$ cat src/rtl/pec_pkg.sv
package pec_pkg;
  localparam int unsigned NUM_STAGES = 5;
  localparam int unsigned EXC_W      = 5;
  // vector bit positions; bits 0..3 equal the index of the stage that posts them
  localparam int unsigned EXC_IF  = 0;
  localparam int unsigned EXC_ID  = 1;
  localparam int unsigned EXC_EX  = 2;
  localparam int unsigned EXC_MEM = 3;
  localparam int unsigned EXC_IRQ = 4;

  typedef logic [EXC_W-1:0] exc_vec_t;

  typedef enum logic [2:0] {
    CAUSE_NONE  = 3'd0,
    CAUSE_FETCH = 3'd1,
    CAUSE_UNDEF = 3'd2,
    CAUSE_OVF   = 3'd3,
    CAUSE_MEM   = 3'd4,
    CAUSE_IRQ   = 3'd5
  } cause_e;
endpackage

$ cat src/rtl/pec_irq_sync.sv
module pec_irq_sync #(
  parameter int unsigned NUM_IRQ     = 4,
  parameter int unsigned SYNC_STAGES = 2
) (
  input  logic               clk_i,
  input  logic               rst_ni,
  input  logic [NUM_IRQ-1:0] irq_i,
  output logic [NUM_IRQ-1:0] irq_o
);
  logic [NUM_IRQ-1:0] chain_q [SYNC_STAGES];

  for (genvar s = 0; s < SYNC_STAGES; s++) begin : g_sync
    always_ff @(posedge clk_i or negedge rst_ni) begin
      if (!rst_ni)     chain_q[s] <= '0;
      else if (s == 0) chain_q[s] <= irq_i;
      else             chain_q[s] <= chain_q[(s == 0) ? 0 : s-1];
    end
  end

  assign irq_o = chain_q[SYNC_STAGES-1];
endmodule

$ cat src/rtl/pec_stage_reg.sv
module pec_stage_reg
  import pec_pkg::*;
#(
  parameter int unsigned PC_W = 32
) (
  input  logic            clk_i,
  input  logic            rst_ni,
  input  logic            flush_i,
  input  logic            hold_i,
  input  logic            valid_i,
  input  logic [PC_W-1:0] pc_i,
  input  exc_vec_t        exc_i,
  output logic            valid_o,
  output logic [PC_W-1:0] pc_o,
  output exc_vec_t        exc_o
);
  always_ff @(posedge clk_i or negedge rst_ni) begin
    if (!rst_ni) begin
      valid_o <= 1'b0;
      pc_o    <= '0;
      exc_o   <= '0;
    end else if (flush_i) begin
      valid_o <= 1'b0;
      pc_o    <= '0;
      exc_o   <= '0;
    end else if (!hold_i) begin
      valid_o <= valid_i;
      pc_o    <= pc_i;
      exc_o   <= valid_i ? exc_i : '0;
    end
  end
endmodule

$ cat src/rtl/pec_cause_sel.sv
module pec_cause_sel
  import pec_pkg::*;
(
  input  exc_vec_t vec_i,
  output logic     any_o,
  output cause_e   cause_o
);
  assign any_o = |vec_i;

  // interrupt precedes the instruction entirely, then stage order
  always_comb begin
    if      (vec_i[EXC_IRQ]) cause_o = CAUSE_IRQ;
    else if (vec_i[EXC_IF])  cause_o = CAUSE_FETCH;
    else if (vec_i[EXC_ID])  cause_o = CAUSE_UNDEF;
    else if (vec_i[EXC_EX])  cause_o = CAUSE_OVF;
    else if (vec_i[EXC_MEM]) cause_o = CAUSE_MEM;
    else                     cause_o = CAUSE_NONE;
  end
endmodule

$ cat src/rtl/pec_ctrl.sv
module pec_ctrl
  import pec_pkg::*;
#(
  parameter int unsigned    PC_W        = 32,
  parameter int unsigned    NUM_IRQ     = 4,
  parameter int unsigned    SYNC_STAGES = 2,
  parameter logic [PC_W-1:0] TRAP_PC    = 'h80
) (
  input  logic                  clk_i,
  input  logic                  rst_ni,
  input  logic                  stall_i,
  input  logic                  fetch_valid_i,
  input  logic [PC_W-1:0]       fetch_pc_i,
  input  logic [NUM_STAGES-2:0] exc_strobe_i,
  input  logic [NUM_IRQ-1:0]    irq_i,
  input  logic                  irq_mask_i,
  output logic [NUM_STAGES-1:0] flush_o,
  output logic [NUM_STAGES-1:0] stage_we_o,
  output logic [PC_W-1:0]       epc_o,
  output logic [2:0]            cause_o,
  output logic                  redirect_o,
  output logic [PC_W-1:0]       redirect_pc_o
);
  localparam int unsigned LAST = NUM_STAGES - 1;

  logic                  v_q   [NUM_STAGES];
  logic [PC_W-1:0]       pc_q  [NUM_STAGES];
  exc_vec_t              ex_q  [NUM_STAGES];
  logic                  v_d   [NUM_STAGES];
  logic [PC_W-1:0]       pc_d  [NUM_STAGES];
  exc_vec_t              ex_d  [NUM_STAGES];
  exc_vec_t              posted[NUM_STAGES-1];
  logic [NUM_STAGES-1:0] v_all;

  logic [NUM_IRQ-1:0] irq_sync;
  logic               irq_pend;
  logic               wb_any;
  cause_e             wb_cause;
  logic               take;

  pec_irq_sync #(.NUM_IRQ(NUM_IRQ), .SYNC_STAGES(SYNC_STAGES)) u_sync (
    .clk_i (clk_i),
    .rst_ni(rst_ni),
    .irq_i (irq_i),
    .irq_o (irq_sync)
  );

  assign irq_pend = (|irq_sync) & ~irq_mask_i;

  // bits posted by each stage onto the instruction it holds
  for (genvar k = 0; k < NUM_STAGES-1; k++) begin : g_post
    always_comb begin
      posted[k] = ex_q[k];
      if (v_q[k]) begin
        posted[k][k] = posted[k][k] | exc_strobe_i[k];
        if (k == EXC_ID) posted[k][EXC_IRQ] = posted[k][EXC_IRQ] | irq_pend;
      end
    end
  end

  for (genvar k = 0; k < NUM_STAGES; k++) begin : g_stage
    if (k == 0) begin : g_head
      assign v_d[k]  = fetch_valid_i;
      assign pc_d[k] = fetch_pc_i;
      assign ex_d[k] = '0;
    end else begin : g_body
      assign v_d[k]  = v_q[k-1];
      assign pc_d[k] = pc_q[k-1];
      assign ex_d[k] = posted[k-1];
    end

    pec_stage_reg #(.PC_W(PC_W)) u_reg (
      .clk_i  (clk_i),
      .rst_ni (rst_ni),
      .flush_i(take),
      .hold_i (stall_i),
      .valid_i(v_d[k]),
      .pc_i   (pc_d[k]),
      .exc_i  (ex_d[k]),
      .valid_o(v_q[k]),
      .pc_o   (pc_q[k]),
      .exc_o  (ex_q[k])
    );

    assign v_all[k]      = v_q[k];
    assign stage_we_o[k] = v_q[k] & ~take & ~stall_i;
  end

  pec_cause_sel u_sel (
    .vec_i  (ex_q[LAST]),
    .any_o  (wb_any),
    .cause_o(wb_cause)
  );

  // flush wins over stall
  assign take          = v_q[LAST] & wb_any;
  assign flush_o       = {NUM_STAGES{take}};
  assign redirect_o    = take;
  assign redirect_pc_o = TRAP_PC;

  always_ff @(posedge clk_i or negedge rst_ni) begin
    if (!rst_ni) begin
      epc_o   <= '0;
      cause_o <= CAUSE_NONE;
    end else if (take) begin
      epc_o   <= pc_q[LAST];
      cause_o <= wb_cause;
    end
  end


  flush_empty_chk: assert property (@(posedge clk_i) disable iff (!rst_ni)
    take |=> (v_all == '0));


  epc_capture_chk: assert property (@(posedge clk_i) disable iff (!rst_ni)
    take |=> (epc_o == $past(pc_q[LAST])));


  cause_set_chk: assert property (@(posedge clk_i) disable iff (!rst_ni)
    take |=> (cause_o != 3'd0));


  stall_hold_chk: assert property (@(posedge clk_i) disable iff (!rst_ni)
    (stall_i && !take) |=> $stable(v_all));


  advance_chk: assert property (@(posedge clk_i) disable iff (!rst_ni)
    (!stall_i && !take) |=> (v_all[NUM_STAGES-1:1] == $past(v_all[NUM_STAGES-2:0])));
endmodule

$ cat config.mk
export PLATFORM = sky130hd
export DESIGN_NAME = pec_ctrl
export DESIGN_NICKNAME = d
export VERILOG_FILES = /design/src/rtl/pec_pkg.sv /design/src/rtl/pec_irq_sync.sv /design/src/rtl/pec_stage_reg.sv /design/src/rtl/pec_cause_sel.sv /design/src/rtl/pec_ctrl.sv
export SDC_FILE = /design/constraint.sdc
export NUM_CORES = 1
export LEC_CHECK = 0
export CORE_MARGIN = 1.5
export CORE_UTILIZATION = 56
export DETAILED_ROUTE_END_ITERATION = 10
export HOLD_SLACK_MARGIN = 0.06
export PLACE_DENSITY = 0.8
export SLEW_MARGIN = 20
export SYNTH_ARGS = -nofsm -noshare
export SYNTH_HDL_FRONTEND = slang
export SYNTH_HIERARCHICAL = 1
export SYNTH_SLANG_ARGS = --single-unit
$ cat constraint.sdc
create_clock -name clk_i -period 2.2 [get_ports clk_i]
set_clock_uncertainty 0.1 [all_clocks]
set_input_delay 0.22 -clock clk_i [delete_from_list [all_inputs] [get_ports clk_i]]
set_output_delay 0.22 -clock clk_i [all_outputs]
set_load 0.01 [all_outputs]
[After elaboration in Yosys (flattened, before gate mapping)]
Index checks and enable logic that the tools add are counted.
Storage, ports and cells
  flip-flop bits (word level): 233
  output and inout port bits: 78
  input bits: 45
Operators by class
  reductions and logical operators: 2
  mux-type cells: 39
  eq/ne operators: 1
  bitwise operators: 20
Operators by type and width (count)
  $mux 32: 10
  $mux 5: 14
  $mux 3: 5
  $and 1x1->1: 12
  $mux 1: 10
  $or 1x1->1: 5
  $reduce_or 5->1: 1
  $reduce_or 4->1: 1
  $not 1->1: 3
  $ne 2x1->1 const B: 1

[Longest topological paths before layout]
  depth after elaboration: 6
  mapped depth: 8
  gate-level depth less buffers: 5

[By module]
The synthesis kept the hierarchy.
By module, submodules not included
  pec_stage_reg: instances 5, area an instance 1565.3 µm², cells an instance 128, sequential area each 950.9 µm²
  pec_ctrl: instances 1, area an instance 1704.1 µm², cells an instance 127, sequential area each 875.8 µm²
  pec_irq_sync: instances 1, area an instance 230.2 µm², cells an instance 12, sequential area each 200.2 µm²
  pec_cause_sel: instances 1, area an instance 43.8 µm², cells an instance 8, sequential area each 0.0 µm²

[Worst setup path before layout]
Ideal clock, no wire load.
  kind: reg2reg
  start: register g_stage[4].u_reg.exc_o[4]
  end: register g_stage[0].u_reg.pc_o[10]
  data required time: 1.979 ns
  slack: 0.381 ns
  data arrival time: 1.598 ns
  stages on the path, launching flop included: 9
  cell sequence: dfrtp_1 nor2_1 nand3b_1 nand2_4 buf_6 inv_1 buf_2 buf_2 nor2_1
On the way
  longest elaborated chain between the ends: 3
RTL lines
  start, declared: line pec_stage_reg.sv:15  | output exc_vec_t exc_o
  start signal, assigned: line pec_stage_reg.sv:29  | exc_o <= valid_i ? exc_i : '0;
  $reduce_or 5->1 *: line pec_cause_sel.sv:8  | assign any_o = |vec_i;
  named net wb_any: line pec_ctrl.sv:37  | logic wb_any;
  $and 1x1->1 *: line pec_ctrl.sv:96  | assign take = v_q[LAST] & wb_any;
  named net redirect_o: line pec_ctrl.sv:21  | output logic redirect_o,
  $ne 2x1->1 (no line) or $mux 32 (tied branches)
  end signal, assigned: line pec_stage_reg.sv:28  | pc_o <= pc_i;
  end, declared: line pec_stage_reg.sv:14  | output logic [PC_W-1:0] pc_o,
The timed path passes the listed nets; every way through them passes the cells marked *.
A chain may end at the register's enable or synchronous reset.

[Final worst setup path]
  start: register g_stage[4].u_reg.exc_o[0]
  end: output port redirect_o
On the way
  longest elaborated chain between the ends: 2
RTL lines (line)
  $reduce_or 5->1: pec_cause_sel.sv:8
  named net wb_any: pec_ctrl.sv:37
  $and 1x1->1: pec_ctrl.sv:96
  end, declared: pec_ctrl.sv:21
The timed path passes the listed nets, and every way through them passes these cells.

==> results.md <==
- The clock tree from TritonCTS is done.
- The end of the worst register-to-register path is g_stage[3].u_reg/pc_o[16].
- Along the worst path, the maximum fanout reaches 15.
- After clock tree synthesis, the clock-pin slew on the worst setup and hold paths is 0.06 ns.
- The net count of the finished layout is 919.
- The shortest clock period the worst path allows after layout is 2.13 ns.
- Along the worst hold path, the cell count comes to 1.
- The overall overflow remaining after global route is 0.
- Clock tree synthesis found a total of 233 sinks.
- The max-slew headroom at the worst pin is 45.9%.
- The number of max-slew violations in the final report is 0.
- The largest net degree at the start of global routing is 125.
- The number of global-route vias before repair is 5517.
- The all-layer global routing usage is 19.4%.
- CTS built an H-tree with a depth of 1.
- The number of enable flip-flop cells after synthesis is 0.
- Clock tree synthesis inserted a total of 23 buffers.
- The synthesized cell area is 9800 µm².
- The required time at the worst-slack endpoint is 1.88 ns.
- The fraction of the cycle the final worst path needs is 96.7%.
- The length in cells of the worst reg-to-reg path is 8.
- The vertical extent of the die is 135 µm.
- The die covers 18300 µm².
- The count of distinct cell types in the synthesized netlist is 25.
- The initial standard-cell utilization of the core is 57.1%.
- In the routed design, unresolved DRC markers number 0.
- The area added between synthesis and finish is 17.0%.
- The path class of the tightest hold or removal check is input port to flop.
- The kind of start point of the critical path is a flop.
- The final cell count without fillers is 1115.
- The final-report setup violation count is 0.
- For this run, the number of Yosys warnings is 6.
- The worst setup path is of the flop to output port kind.
- Routability-driven placement finished with a final weighted congestion of 0.747.
- In the synthesized netlist the async set-or-reset flop fraction comes to 100%.
- The floorplan step defined a core boundary enclosing 17200 µm².
- Across the VDD grid, the largest voltage drop is 0.000559 V.
- The final hold slack is 0.0820 ns.
- Of the cells placed in the final design, the portion with a size suffix greater than 1 is 11.8%.
- The insertion delay to the later sink of the worst-skew pair is 0.50 ns.
- The number of antenna repair diodes is 0.
- The first global-routing pass estimated 28.8 mm of wire.
- The startpoint identified for the worst hold timing path is irq_i[1].
- The static leakage is 5.72 nW.
- The quantity of I/O buffers inserted on ports is 90.
- The number of top-level pins is 123.
- Synthesis produced 787 cells.
- After synthesis, flip-flops and latches occupy 59.5% of the total area.
- Once placement completed, the tool counted placed cells totaling 1067.
- The initial antenna violation count is 0.
- The final number of hold-violating endpoints is 0.
- Dividing the detail-routed wire length by the instance count gives 15.1 µm.
- The run finished with clean final reports.
- The die is 135 µm wide.
- Using the TritonRoute via totals, the vias-per-cell ratio works out to 5.14.
- Dividing total power by cell area gives a power density of 1260 nW/µm².
- The clock passes through at most 3 buffers.
- Setup repair after global routing could not meet its margin everywhere.
- The post-synthesis register bit count is 233.
- The transition at the pin with the smallest max-transition slack is 0.812 ns.
- CTS placed an instance of clkbuf_16 at the clock tree root.
- For flop-to-flop paths, the worst setup slack is 0.39 ns.
- The overall power consumption is 14.5 mW.
- STA classifies the critical path endpoint as an output port.
- The worst register-to-register path begins at g_stage[4].u_reg/exc_o[4].
- The detailed-routing iteration count for the pre-antenna-repair pass is 4.
- The top achievable clock speed is 0.470 GHz.
- The most instantiated flip-flop cell in the synthesis netlist is dfrtp_1.
- Data arrives at the worst endpoint at 1.81 ns.
- The detailed placement HPWL is 10.7 mm.
- In this run the core area contains 48 standard-cell rows.
- The detailed router finished its first iteration with 441 violations.
- The total routed wirelength is 16.9 mm.
- The count of vias placed by the detailed router is 5727.
- The hold path endpoint is u_sync/chain_q[5].
- The average size of a mapped cell is 12.5 µm².
- The reported max-cap violation count is 0.
- Once detail routing completed, the nets flagged for antenna violations numbered 0.
-- state kept, by name, indices dropped and copies added, names as in the netlist --
signal / flops
u_sync/chain_q: 4
cause_o: 3
g_stage.u_reg/exc_o: 25
g_stage.u_reg/pc_o: 160
g_stage.u_reg/valid_o: 5
u_sync/irq_o: 4
epc_o: 32
-- cell families (layout without fill, tap and decap cells) --
logic type | Yosys count | count (layout) | share of synthesized area, %
AO/OA/AOI/OAI | 33 | 33 | 1.86
buffers and inverters | 93 | 161 | 7.71
flip-flops | 233 | 233 | 59.5
multiplexers | 200 | 200 | 20.9
other | 2 | 37 | 0.0766
AND/OR/NAND/NOR | 226 | 226 | 9.94
-- critical path, cell delays in order (launching register included) --
cell and delay, ns:
dfrtp_1 0.41, nor2_2 0.14, nand3b_1 0.13, buf_4 0.17
nand2_4 0.09, inv_6 0.07, dlygate4sd2_1 0.29
-- cell type report --
| class | count | area (µm²) |
|---|---|---|
| clock buffers | 34 | 687 |
| clock inverters | 7 | 91.3 |
| fillers | 1290 | 5700 |
| inverters | 4 | 20.0 |
| multi-input cells | 496 | 3360 |
| flip-flops and latches | 233 | 5830 |
| well taps | 225 | 282 |
| repair buffers | 116 | 1200 |
-- per-layer routing --
layer,vias to the layer above,track usage (%),wire (µm)
li1,2751,-,-
met1,2834,31.6,8600
met2,121,27.1,7370
met3,21,2.58,654
met4,0,5.38,250
met5,-,0,0
-- metrics by stage --
step / utilization, % / TNS [ns] / instance area, µm² / setup slack [ns]
after detailed placement: 62.0 / 0 / 10600 / 0.204
after floorplan: - / 0 / 9940 / 0.381
final: 66.8 / 0 / 11500 / 0.0724
after global routing: 66.8 / -0.212 / 11500 / -0.0357
after global placement: 62.0 / 0 / 10600 / 0.285
after CTS: 66.8 / -0.00880 / 11500 / -0.00880
-- how the worst max path moves through the flow --
stage	from	slack (ns)	cells past startpoint	end
floorplan	g_stage[4].u_reg/exc_o[4]	0.38	8	g_stage[0].u_reg/pc_o[10]
global placement	g_stage[4].u_reg/exc_o[2]	0.28	6	stage_we_o[0]
detailed placement	g_stage[4].u_reg/exc_o[2]	0.20	6	stage_we_o[1]
CTS	g_stage[4].u_reg/exc_o[0]	-0.009	6	stage_we_o[1]
global route	g_stage[4].u_reg/exc_o[4]	-0.04	6	redirect_o
finish	g_stage[4].u_reg/exc_o[0]	0.07	6	redirect_o
-- power by group --
group | switching (mW) | total [mW] | internal, mW
Combinational | 1.62 | 3.45 | 1.84
Sequential | 1.09 | 7.05 | 5.97
Clock | 1.56 | 3.95 | 2.39
-- cell usage in the layout (no fill, tap or decap), types with 3 or more instances in the layout --
cell type / count
clkinv_2: 3
mux2i_1: 165
nor2_1: 165
dlygate4sd2_1: 6
a21o_1: 4
nand3b_1: 26
buf_12: 9
inv_1: 3
mux2_2: 33
clkbuf_2: 3
clkbuf_1: 4
dfrtp_1: 233
clkbuf_8: 7
a21oi_1: 25
clkbuf_16: 23
buf_4: 12
nand2_1: 25
clkdlybuf4s50_1: 77
and2_1: 4
conb_1: 37
dlygate4sd3_1: 5
-- cells in the mapped netlist, types with 2 or more instances --
library cell    n  area, µm²
nand2_1        25       93.8
buf_6          21        236
clkbuf_8        2       27.5
inv_1           4       15.0
mux2_4          2       30.0
a21oi_1        26        130
a31o_1          2       17.5
buf_2          15       75.1
a21o_1          4       30.0
mux2_2         33        372
and2_1          4       25.0
nor2_1        166        623
buf_4          41        308
dfrtp_1       233       5830
clkbuf_1        5       18.8
buf_8           5       75.1
mux2i_1       165       1650
nand3b_1       26        195
conb_1          2       7.51
-- what timing repair did --
item	in CTS	in global routing
pin swaps	3	3
endpoints found under the setup margin	11	11
buffers inserted	1	1
hold buffers	5	0
endpoints found under the hold margin	242	0
gates resized for setup	16	8
No activity file was read; power rests on OpenSTA's default activity.
